===== config.mk =====
export PLATFORM = sky130hd
export DESIGN_NAME = icap_unit
export DESIGN_NICKNAME = d
export VERILOG_FILES = /design/src/rtl/icap_pkg.sv /design/src/rtl/icap_sync.sv /design/src/rtl/icap_edge_sel.sv /design/src/rtl/icap_regs.sv /design/src/rtl/icap_unit.sv
export SDC_FILE = /design/constraint.sdc
export NUM_CORES = 1
export LEC_CHECK = 0
export ABC_AREA = 1
export BUFFER_PORTS_ARGS = -buffer_cell sky130_fd_sc_hd__buf_2
export CELL_PAD_IN_SITES_DETAIL_PLACEMENT = 2
export CELL_PAD_IN_SITES_GLOBAL_PLACEMENT = 2
export CORE_MARGIN = 2
export CORE_UTILIZATION = 28
export CTS_CLUSTER_SIZE = 10
export DETAILED_ROUTE_END_ITERATION = 12
export GPL_ROUTABILITY_DRIVEN = 0
export PLACE_DENSITY_LB_ADDON = 0.1
export SLEW_MARGIN = 20
export SYNTH_ARGS = -nofsm -noshare
export SYNTH_HDL_FRONTEND = slang
export SYNTH_SLANG_ARGS = --single-unit

===== constraint.sdc =====
create_clock -name clk -period 3.03 [get_ports clk]
set_input_delay 0.303 -clock clk [delete_from_list [all_inputs] [get_ports clk]]
set_output_delay 0.303 -clock clk [all_outputs]
set_load 0.005 [all_outputs]

===== src/rtl/icap_pkg.sv =====
// Shared types and register layout for the input capture unit.
// Assumes a two-location register space: capture value and control.
package icap_pkg;

    // Which pin transitions are treated as capture events.
    typedef enum logic [1:0] {
        EDGE_FALL = 2'd0,
        EDGE_RISE = 2'd1,
        EDGE_BOTH = 2'd2
    } edge_kind_t;

    // Control word bit positions (software-visible layout).
    localparam int unsigned CTRL_RISE_BIT = 0;
    localparam int unsigned CTRL_BOTH_BIT = 1;
    localparam int unsigned CTRL_FLAG_BIT = 2;

    // Register addresses.
    localparam int unsigned ADDR_CAP  = 0;
    localparam int unsigned ADDR_CTRL = 1;

    // Rise select dominates; both select applies only when rise select is clear.
    function automatic edge_kind_t decode_sel(input logic rise_sel, input logic both_sel);
        if (rise_sel)      return EDGE_RISE;
        else if (both_sel) return EDGE_BOTH;
        else               return EDGE_FALL;
    endfunction

endpackage


===== src/rtl/icap_sync.sv =====
// Pin synchroniser: a chain of STAGES flops brings the asynchronous pin
// into the clock domain, and one more flop keeps the previous sample.
// Assumes the pin idles low at reset (all stages reset to 0).
module icap_sync #(
    parameter int unsigned STAGES = 2
) (
    input  logic clk,
    input  logic rst_n,
    input  logic pin_i,
    output logic cur_o,
    output logic prev_o
);
    localparam int unsigned LEN = STAGES + 1;

    logic [LEN-1:0] chain_q;

    // First stage samples the raw pin.
    always_ff @(posedge clk) begin
        if (!rst_n) chain_q[0] <= 1'b0;
        else        chain_q[0] <= pin_i;
    end

    genvar gi;
    generate
        for (gi = 1; gi < LEN; gi++) begin : g_stage
            // Each later stage copies the one before it.
            always_ff @(posedge clk) begin
                if (!rst_n) chain_q[gi] <= 1'b0;
                else        chain_q[gi] <= chain_q[gi-1];
            end
        end
    endgenerate

    assign cur_o  = chain_q[STAGES-1];
    assign prev_o = chain_q[STAGES];
endmodule


===== src/rtl/icap_edge_sel.sv =====
// Edge qualifier: compares the newest and previous synchronised samples
// and flags a capture event for the transition kinds the mode selects.
// Purely combinational; assumes both inputs come from the same clock domain.
module icap_edge_sel
    import icap_pkg::*;
(
    input  logic       cur_i,
    input  logic       prev_i,
    input  edge_kind_t kind_i,
    output logic       hit_o
);
    logic went_up;
    logic went_down;

    // Detect transitions and qualify them by the selected mode.
    always_comb begin
        went_up   = cur_i & ~prev_i;
        went_down = ~cur_i & prev_i;
        unique case (kind_i)
            EDGE_RISE: hit_o = went_up;
            EDGE_BOTH: hit_o = went_up | went_down;
            EDGE_FALL: hit_o = went_down;
            default:   hit_o = 1'b0;
        endcase
    end
endmodule


===== src/rtl/icap_regs.sv =====
// Register file: capture register, mode bits, sticky flag and a registered
// read port. Assumes one access per cycle and DATA_W of at least 3 bits.
module icap_regs
    import icap_pkg::*;
#(
    parameter int unsigned CNT_W  = 16,
    parameter int unsigned ADDR_W = 2
) (
    input  logic              clk,
    input  logic              rst_n,
    input  logic              standby_i,
    input  logic [CNT_W-1:0]  cnt_i,
    input  logic              hit_i,
    input  logic              sel_i,
    input  logic              wr_i,
    input  logic [ADDR_W-1:0] addr_i,
    input  logic [CNT_W-1:0]  wdata_i,
    output logic [CNT_W-1:0]  rdata_o,
    output logic [CNT_W-1:0]  cap_o,
    output logic              rise_sel_o,
    output logic              both_sel_o,
    output logic              flag_o
);
    localparam logic [ADDR_W-1:0] A_CAP  = ADDR_W'(ADDR_CAP);
    localparam logic [ADDR_W-1:0] A_CTRL = ADDR_W'(ADDR_CTRL);

    logic [CNT_W-1:0] cap_q;
    logic [CNT_W-1:0] rdata_q;
    logic [CNT_W-1:0] ctrl_word;
    logic             rise_q;
    logic             both_q;
    logic             flag_q;
    logic             wr_ctrl;
    logic             rd_req;

    // Decode the access kinds.
    always_comb begin
        wr_ctrl = sel_i & wr_i & (addr_i == A_CTRL);
        rd_req  = sel_i & ~wr_i;
    end

    // Assemble the control word seen by software.
    always_comb begin
        ctrl_word                = '0;
        ctrl_word[CTRL_RISE_BIT] = rise_q;
        ctrl_word[CTRL_BOTH_BIT] = both_q;
        ctrl_word[CTRL_FLAG_BIT] = flag_q;
    end

    // Capture register: standby clear first, then capture on a qualified event.
    always_ff @(posedge clk) begin
        if (!rst_n)         cap_q <= '0;
        else if (standby_i) cap_q <= '0;
        else if (hit_i)     cap_q <= cnt_i;
    end

    // Mode bits: loaded by a control write.
    always_ff @(posedge clk) begin
        if (!rst_n) begin
            rise_q <= 1'b0;
            both_q <= 1'b0;
        end else if (wr_ctrl) begin
            rise_q <= wdata_i[CTRL_RISE_BIT];
            both_q <= wdata_i[CTRL_BOTH_BIT];
        end
    end

    // Sticky flag: capture sets it (wins), a write of 0 clears it.
    always_ff @(posedge clk) begin
        if (!rst_n)                                  flag_q <= 1'b0;
        else if (hit_i && !standby_i)                flag_q <= 1'b1;
        else if (wr_ctrl && !wdata_i[CTRL_FLAG_BIT]) flag_q <= 1'b0;
    end

    // Registered read port: samples pre-edge state, so collisions return old data.
    always_ff @(posedge clk) begin
        if (!rst_n) rdata_q <= '0;
        else if (rd_req) begin
            if (addr_i == A_CAP)       rdata_q <= cap_q;
            else if (addr_i == A_CTRL) rdata_q <= ctrl_word;
            else                       rdata_q <= '0;
        end
    end

    assign rdata_o    = rdata_q;
    assign cap_o      = cap_q;
    assign rise_sel_o = rise_q;
    assign both_sel_o = both_q;
    assign flag_o     = flag_q;
endmodule


===== src/rtl/icap_unit.sv =====
// Input capture unit top: synchroniser, edge qualifier and register file.
// Assumes cnt_i is synchronous to clk and cap_pin_i may be asynchronous.
module icap_unit
    import icap_pkg::*;
#(
    parameter int unsigned CNT_W       = 16,
    parameter int unsigned ADDR_W      = 2,
    parameter int unsigned SYNC_STAGES = 2
) (
    input  logic              clk,
    input  logic              rst_n,
    input  logic              standby_i,
    input  logic [CNT_W-1:0]  cnt_i,
    input  logic              cap_pin_i,
    input  logic              bus_sel_i,
    input  logic              bus_wr_i,
    input  logic [ADDR_W-1:0] bus_addr_i,
    input  logic [CNT_W-1:0]  bus_wdata_i,
    output logic [CNT_W-1:0]  bus_rdata_o,
    output logic              cap_flag_o
);
    logic             sync_cur;
    logic             sync_prev;
    logic             cap_hit;
    logic             rise_sel;
    logic             both_sel;
    logic [CNT_W-1:0] cap_val;
    edge_kind_t       edge_kind;

    // Map the mode bits onto an edge kind.
    always_comb edge_kind = decode_sel(rise_sel, both_sel);

    icap_sync #(.STAGES(SYNC_STAGES)) sync_i (
        .clk    (clk),
        .rst_n  (rst_n),
        .pin_i  (cap_pin_i),
        .cur_o  (sync_cur),
        .prev_o (sync_prev)
    );

    icap_edge_sel edge_i (
        .cur_i  (sync_cur),
        .prev_i (sync_prev),
        .kind_i (edge_kind),
        .hit_o  (cap_hit)
    );

    icap_regs #(.CNT_W(CNT_W), .ADDR_W(ADDR_W)) regs_i (
        .clk        (clk),
        .rst_n      (rst_n),
        .standby_i  (standby_i),
        .cnt_i      (cnt_i),
        .hit_i      (cap_hit),
        .sel_i      (bus_sel_i),
        .wr_i       (bus_wr_i),
        .addr_i     (bus_addr_i),
        .wdata_i    (bus_wdata_i),
        .rdata_o    (bus_rdata_o),
        .cap_o      (cap_val),
        .rise_sel_o (rise_sel),
        .both_sel_o (both_sel),
        .flag_o     (cap_flag_o)
    );
endmodule


Word-level counts from Yosys, hierarchy flattened
Index checks and enable logic that the tools add are counted.
{ "op_classes": {"bitwise": 10, "eq_ne": 3, "muxes": 7, "reduce_logical": 8} }
{ "ops": {"columns": ["op", "count"], "rows": [
  ["16-bit two-way mux", 1],
  ["1-bit bitwise AND", 5],
  ["2-bit by 1-bit equality test with 1-bit output (second input constant)", 2],
  ["2-bit logical NOT", 2],
  ["2-bit two-way mux", 2],
  ["1-bit inverter", 4],
  ["3-bit two-way mux", 1],
  ["1-bit case mux with 3 select lines", 1],
  ["2-bit equality test (second input constant)", 1],
  ["1-bit logical AND", 2],
  ["1-bit logical NOT", 2],
  ["1-bit two-way mux", 2],
  ["2-bit nonzero test", 1],
  ["2-bit OR reduction", 1],
  ["1-bit bitwise OR", 1]
]} }
{ "totals": {"ff_bits": 38, "output_inout_bits": 17, "inputBits": 40, "wordCells": 36} }

Logic depth before layout (Yosys ltp)
Gate-level depths: netlist of run 1.
{ "logic_depth": {"word_depth": 6, "mapped_depth": 9, "depth_no_buf": 8} }

By module
A second synthesis of run 1 with hierarchy kept.
{ "hier_totals": {"hier_cells": 193, "hier_area_um2": 1450.1} }
{ "modules_own_cells": {"columns": ["module", "instances", "seq_area_each_um2", "cells_per_inst", "area_per_inst_um2"], "rows": [
  ["icap_regs", 1, 700.7, 170, 1292.5],
  ["icap_sync", 1, 60.1, 9, 82.6],
  ["icap_edge_sel", 1, 0.0, 12, 65.1],
  ["icap_unit", 1, 0.0, 2, 10.0]
]} }

Worst setup path after synthesis of run 1
Ideal clock, no wire load.
{ "synth_path": {"path_type": "flip-flop to flip-flop", "start": "reg sync_i.chain_q[2] (netlist: sync_i.prev_o)", "end": "reg regs_i.cap_q[6] (netlist: regs_i.cap_o[6])", "required_ps": 2916, "setup_ps": 114, "path_slack_ps": 1706, "period_less_slack_ps": 1324, "path_stages_with_launch": 10, "path_buffers": 1, "arrival_ps": 1210, "cell_sequence": "dfxtp_1 inv_1 ha_1 inv_1 nand2_1 nand3_1 nand2_4 buf_6 nor2_1 nor2_2"} }
{ "synth_via": {"elab_chain_cells": 4, "word_cells_on_any_way": 5, "cone_classes": "1 x mux; 4 x bitwise"} }
{ "synth_lines": {"columns": ["element", "line_no", "rtl"], "rows": [
  ["start: declaration", "icap_sync.sv:15", "logic [LEN-1:0] chain_q;"],
  ["start signal: indexed assignment", "icap_sync.sv:29", "else chain_q[gi] <= chain_q[gi-1];"],
  ["1-bit inverter", "icap_edge_sel.sv:17", "went_up = cur_i & ~prev_i;"],
  ["1-bit bitwise AND", "icap_edge_sel.sv:17", null],
  ["1-bit bitwise OR", "icap_edge_sel.sv:21", "EDGE_BOTH: hit_o = went_up | went_down;"],
  ["1-bit case mux with 3 select lines *", "icap_edge_sel.sv:19", "unique case (kind_i)"],
  ["end signal: assignment", "icap_regs.sv:54", "else if (hit_i) cap_q <= cnt_i;"],
  ["end: declaration", "icap_regs.sv:27", "logic [CNT_W-1:0] cap_q;"]
]} }
Mark *: on every way between the ends. The rest lies on a longest branch, timed or not.
A chain may end at the register's enable or synchronous reset.

Worst setup path in the final report of run 1
{ "layout_path": {"start": "reg sync_i.chain_q[2] (netlist: sync_i.prev_o)", "end": "reg regs_i.flag_q (netlist: regs_i.flag_o)"} }
{ "layout_via": {"elab_chain_cells": 6, "word_cells_on_any_way": 8, "cone_classes": "2 x mux; 4 x bitwise; 2 x reduce/logical"} }
{ "layout_lines": {"columns": ["element", "line_no", "rtl"], "rows": [
  ["1-bit inverter", "icap_edge_sel.sv:17", null],
  ["1-bit bitwise AND", "icap_edge_sel.sv:17", null],
  ["1-bit bitwise OR", "icap_edge_sel.sv:21", null],
  ["1-bit case mux with 3 select lines *", "icap_edge_sel.sv:19", null],
  ["1-bit logical AND *", "icap_regs.sv:71", "else if (hit_i && !standby_i) flag_q <= 1'b1;"],
  ["1-bit two-way mux / 2-bit nonzero test (equally long branches)", null, null],
  ["end signal: assignment", "icap_regs.sv:70", "if (!rst_n) flag_q <= 1'b0;"],
  ["end signal: assignment", "icap_regs.sv:71", null],
  ["end signal: assignment", "icap_regs.sv:72", "else if (wr_ctrl && !wdata_i[CTRL_FLAG_BIT]) flag_q <= 1'b0;"],
  ["end: declaration", "icap_regs.sv:32", "logic flag_q;"]
]} }
Marked as above.

==> flow_metrics.py, run 1 <==
metrics = {
    "finish": {
        "drive_gt1_frac": 0.224,
        "area_delta_synth_final_pct": 20.3,
        "insertedDiodeCount": 0,
        "mostFrequentLayoutCell": "nand2_1",
        "mostFrequentLayoutCells": "nand2_1 (68), buf_2 (43), nor2_1 (38), dfxtp_1 (38), inv_1 (27)",
        "nets": 313,
        "fillers": 714,
    },
    "timing": {
        "tightest_slew_ns": 0.550,
        "timing.final.crit_share": 0.503,
        "fin_setup_tns_ns": 0,
        "fin_skew_ns": 0.00623,
        "slew_viol_final": 0,
        "rsz0062_at_grt": "no",
        "fmax_mhz": 656,
        "setup_viol": 0,
        "hold_viol_final": 0,
        "whs_ns": 0.199,
        "slew_headroom": 0.632,
        "final.min_clock_period_ns": 1.52,
    },
    "pwr": {
        "power.leakage_nw": 0.955,
        "pwr-share-comb": 0.087,
        "seq_power_share": 0.541,
        "swShare": 0.241,
        "p_int_w": 0.000723,
        "p_per_area_nw_per_um2": 488,
        "clockPowerShare": 0.372,
        "vdd_drop_max_mv": 0.230,
        "power.switching_w": 0.000229,
    },
    "synthesis": {
        "syn_inst": 228,
        "syn_avg_cell_area_um2": 7.12,
        "yosys-top-cells-area": "dfxtp_1 (47%), nand2_1 (16%), nor2_1 (8.8%)",
        "synth_area_um2": 1620,
        "yosys.area.top_type": "dfxtp_1",
        "yosysTopAreaCellShare": 0.469,
        "ys_seq_area_frac": 0.469,
        "ys_ff_latch": 38,
        "synth_nets": 270,
        "synth_cell_types": 18,
        "yosys_warnings": 0,
    },
    "setup_path": {
        "worst_path_most_repeated_cell": "nand2_1",
        "cp_num_buf_inv": 1,
        "crit_family": "simple AND/OR/NAND/NOR gates",
        "crit_cells": 7,
        "path_cells": "inv_1 > ha_1 > nand2_1 > nand3_2 > nand2_1 > nand2_1 > o21ai_0",
        "slowest_stage": "dfxtp_1",
        "worst-endpoint-arrival_ns": 1.74,
        "cp.required_ns": 3.24,
        "cp-start-kind": "flip-flop",
        "path_max_fanout": 15,
        "r2r_cells": 7,
        "slowest_delay_ns": 0.34,
        "worstSetupPathType": "flip-flop to flip-flop",
        "worstSetupEndpointType": "flip-flop",
    },
    "detailed_routing": {
        "final_antenna_net_count": 0,
        "drt_pass1_iterations": 4,
        "routed_wl_mm": 4.22,
        "drt-initial-drc-count": 60,
        "vias": 1509,
        "drc": 0,
        "avgViaCountPerCell": 4.39,
        "wl_per_cell_um": 12.3,
    },
    "clock_network": {
        "cts_resized": 0,
        "cts_sinks": 38,
        "cts_tree": "done",
        "cts_setup_buffers": 0,
        "h-tree-depth": 2,
        "cts_buffer_depth": 2,
        "clock-root-buffer": "clkbuf_8",
        "clock_latency_ns": 0.28,
        "hold_buffers": 0,
        "path_clk_slew_ns": 0.07,
        "cts_made_buffers": 5,
    },
    "floorplanning": {
        "dieWidth_um": 80.1,
        "ios": 57,
        "die_y_um": 80.1,
        "core_area_um2": 5540,
        "initial_core_util": 0.293,
        "rows": 27,
        "die_area_um2": 6420,
    },
    "worst_hold_path": {
        "hp-class": "input port to flip-flop",
        "hold_depth": 3,
    },
    "global_route": {
        "grt_max_degree": 18,
        "grt.total_usage": 0.150,
        "grt_pass1_vias": 1617,
        "grt_pass1_wl_mm": 7.46,
        "antenna_found_initial": 0,
        "grt.overflow.total": 0,
    },
    "flow_run": {
        "maxCapViolCount": 0,
    },
    "outcome": {
        "outcome": "finished clean",
    },
    "placement": {
        "io_buffers": 43,
        "place_hpwl_mm": 3.14,
    },
}
==> layout make-up <==
type                    count  area (µm²)  share of cell area
multi-input cells         152         678               0.347
inverters                  31         116              0.0596
flip-flops and latches     38         761               0.390
clock buffers               7        86.3              0.0442
repair buffers             43         215               0.110
well taps                  72        90.1              0.0462
clock inverters             1        5.00             0.00256
==> registers in the layout, indices dropped and copies added, names as in the netlist <==
signal,cells
regs_i.cap_o,16
regs_i.rdata_o,16
regs_i.both_sel_o,1
regs_i.flag_o,1
regs_i.rise_sel_o,1
sync_i.chain_q,1
sync_i.cur_o,1
sync_i.prev_o,1
==> Yosys cell counts <==
master,instances
or2_4,1
o21ai_0,3
a21oi_1,16
nand2_1,68
buf_2,1
inv_1,27
ha_1,2
nand3_1,18
clkbuf_8,1
nor2_2,1
clkbuf_1,1
nand3_2,1
nor2_4,3
nand2_4,1
dfxtp_1,38
nor2_1,38
buf_6,4
inv_2,4
==> per-stage QoR <==
stage / setup WS (ns) / util / power [W] / std cells / area, µm²
after floorplan: 1.71 / - / 0.000581 / 228 / 1620
after global placement: 1.51 / 0.336 / 0.000610 / 336 / 1860
after detailed placement: 1.47 / 0.336 / 0.000612 / 336 / 1860
after CTS: 1.43 / 0.352 / 0.000970 / 344 / 1950
after global routing: 1.33 / 0.352 / 0.00101 / 344 / 1950
final: 1.51 / 0.352 / 0.000952 / 344 / 1950
==> routing by layer <==
| metal | share of wire | wire, µm | vias to the layer above | GRT usage |
|---|---|---|---|---|
| met5 | 0 | 0 | - | 0 |
| met4 | 0.0045 | 19 | 0 | 0.0305 |
| met3 | 0.037 | 158 | 2 | 0.0371 |
| met2 | 0.47 | 1980 | 29 | 0.258 |
| met1 | 0.49 | 2060 | 700 | 0.190 |
| li1 | - | - | 778 | - |
==> worst paths after layout <==
kind              slack [ns]               from                end
setup / recovery        1.51      sync_i.prev_o      regs_i.flag_o
hold / removal          0.20          cap_pin_i  sync_i.chain_q[0]
setup reg to reg        1.51      sync_i.prev_o      regs_i.flag_o
hold reg to reg         0.42  sync_i.chain_q[0]       sync_i.cur_o
==> worst min-delay path, cell delays in order <==
cell and delay [ns]:
buf_2 0.07, nand2_1 0.04, inv_1 0.04
==> power by group through the flow <==
stage           logic, W  clock network, W  registers (W)
3_5_place_dp   0.0000856                 0       0.000527
4_1_cts        0.0000861          0.000369       0.000515
3_3_place_gp   0.0000838                 0       0.000526
6_report       0.0000826          0.000355       0.000515
5_1_grt        0.0000977          0.000391       0.000516
2_1_floorplan  0.0000560                 0       0.000525
==> cells by family after synthesis <==
group / Yosys count / synth area share
AND/OR/NAND/NOR: 131 / 0.344
flip-flops: 38 / 0.469
AO/OA/AOI/OAI: 19 / 0.0586
adder cells (fa/ha/maj): 2 / 0.0154
buffers and inverters: 38 / 0.113
Note: power is estimated with default switching activity, not from simulation.
==> run 2, diff against run 1 <==
--- a/config.mk
+++ b/config.mk
@@ -10,7 +10,7 @@
 export CELL_PAD_IN_SITES_DETAIL_PLACEMENT = 2
 export CELL_PAD_IN_SITES_GLOBAL_PLACEMENT = 2
 export CORE_MARGIN = 2
-export CORE_UTILIZATION = 28
+export CORE_UTILIZATION = 26
 export CTS_CLUSTER_SIZE = 10
 export DETAILED_ROUTE_END_ITERATION = 12
 export GPL_ROUTABILITY_DRIVEN = 0
==> constraint.sdc (replaced) <==
create_clock -name clk -period 1.6 [get_ports clk]
set_input_delay 0.16 -clock clk [delete_from_list [all_inputs] [get_ports clk]]
set_output_delay 0.16 -clock clk [all_outputs]
set_load 0.005 [all_outputs]
==> run 2 against run 1 <==
Final area rose by 3.6%; critical path depth increased by 1; final cell count is 2.3% higher; utilization decreased by 1.5 points; count of clock-buffer cells in the layout down 1; via count is 0.46% higher; total power rose by 110%; critical endpoint is now regs_i.cap_o[3]; hold slack worse by 0.14 ns.
==> flow_metrics.py, run 2 (synthesis results as in run 1) <==
metrics = {
    "outcome": {
        "outcome": "finished clean",
    },
    "global_route": {
        "grt_max_degree": 18,
        "grt_pass1_wl_mm": 7.60,
        "grt_pass1_vias": 1648,
        "grt.overflow.total": 0,
        "grt.total_usage": 0.135,
        "antenna_found_initial": 0,
    },
    "clock_network": {
        "clock-root-buffer": "clkbuf_8",
        "cts_made_buffers": 5,
        "clock_latency_ns": 0.28,
        "cts_sinks": 38,
        "h-tree-depth": 2,
        "path_clk_slew_ns": 0.07,
        "cts_resized": 0,
        "cts_tree": "done",
        "cts_setup_buffers": 0,
        "hold_buffers": 0,
        "cts_buffer_depth": 2,
    },
    "finish": {
        "fillers": 743,
        "mostFrequentLayoutCells": "nand2_1 (68), buf_2 (43), nor2_1 (38), dfxtp_1 (38), inv_1 (27)",
        "nets": 319,
        "area_delta_synth_final_pct": 24.6,
        "mostFrequentLayoutCell": "nand2_1",
        "drive_gt1_frac": 0.242,
        "insertedDiodeCount": 0,
    },
    "pwr": {
        "power.leakage_nw": 0.991,
        "p_per_area_nw_per_um2": 973,
        "vdd_drop_max_mv": 0.321,
    },
    "timing": {
        "final.min_clock_period_ns": 1.43,
        "timing.final.crit_share": 0.892,
        "hold_viol_final": 0,
        "setup_viol": 0,
        "slew_viol_final": 0,
        "setup_ws_ns": 0.174,
        "rsz0062_at_grt": "no",
        "slew_headroom": 0.737,
        "fin_setup_tns_ns": 0,
        "fmax_mhz": 701,
        "tightest_slew_ns": 0.393,
        "fin_skew_ns": 0.00375,
    },
    "setup_path": {
        "cp.required_ns": 1.78,
        "r2r_setup_slack_ns": 0.17,
        "r2r_start": "sync_i.prev_o",
        "path_max_fanout": 14,
        "cp-start-kind": "flip-flop",
        "reg2reg_to": "regs_i.cap_o[3]",
        "worstSetupEndpointType": "flip-flop",
        "worst-endpoint-arrival_ns": 1.61,
        "r2r_cells": 8,
        "worstSetupPathType": "flip-flop to flip-flop",
    },
    "detailed_routing": {
        "wl_per_cell_um": 12.2,
        "drt_pass1_iterations": 4,
        "vias": 1516,
        "drt-initial-drc-count": 28,
        "drc": 0,
        "final_antenna_net_count": 0,
        "avgViaCountPerCell": 4.31,
        "routed_wl_mm": 4.30,
    },
    "flow_run": {
        "maxCapViolCount": 0,
    },
    "floorplanning": {
        "initial_core_util": 0.271,
        "ios": 57,
        "core_area_um2": 5990,
        "die_y_um": 83.0,
        "die_area_um2": 6890,
        "rows": 28,
        "dieWidth_um": 83.0,
    },
    "placement": {
        "io_buffers": 43,
        "place_hpwl_mm": 3.31,
        "post-place-ws_ns": 0.159,
    },
    "worst_hold_path": {
        "min_from": "cap_pin_i",
        "hp-class": "input port to flip-flop",
        "hold_depth": 3,
        "holdPathEnd": "sync_i.chain_q[0]",
    },
}
-- run 2: final cells by class --
class / instances / area (µm²) / area share
inverters: 31 / 116 / 0.0575
clock buffers: 6 / 82.6 / 0.0408
repair buffers: 49 / 260 / 0.129
multi-input cells: 152 / 678 / 0.335
clock inverters: 1 / 30.0 / 0.0149
well taps: 75 / 93.8 / 0.0464
flip-flops and latches: 38 / 761 / 0.376
-- run 2: metal layers --
metal	vias up	routed length, µm	global-route usage
li1	784	-	-
met3	4	195	0.0398
met2	31	2030	0.222
met1	697	2030	0.174
met4	0	38	0.0313
met5	-	0	0
-- run 2: report_power, final --
group,switching (W),internal (W)
Combinational,0.000102,0.0000647
Sequential,0.0000115,0.000964
Clock,0.000326,0.000499
-- run 2: how the worst max path moves through the flow --
stage / startpoint / to / cells past startpoint
3_3_place_gp: sync_i.prev_o / regs_i.cap_o[13] / 8
3_5_place_dp: sync_i.prev_o / regs_i.cap_o[3] / 8
2_1_floorplan: sync_i.prev_o / regs_i.cap_o[6] / 9
6_report: sync_i.prev_o / regs_i.cap_o[3] / 8
5_1_grt: sync_i.prev_o / regs_i.cap_o[3] / 8
4_1_cts: sync_i.prev_o / regs_i.cap_o[3] / 8
-- run 2: worst max-delay path, stage by stage (launching register included) --
cell     delay [ns]
dfxtp_1        0.33
inv_1          0.04
ha_1           0.30
inv_1          0.07
nand2_1        0.05
nand3_1        0.15
nand2_4        0.16
nor2_1         0.16
nor2_1         0.06
-- run 2: through the flow --
stage	hold slack [ns]	power (W)	area, µm²	instances	util
2_1_floorplan	0.253	0.00110	1620	228	-
3_3_place_gp	0.341	0.00116	1910	345	0.319
3_5_place_dp	0.352	0.00117	1910	345	0.319
4_1_cts	0.0479	0.00201	2020	352	0.338
5_1_grt	0.0609	0.00209	2020	352	0.338
6_report	0.0574	0.00197	2020	352	0.338
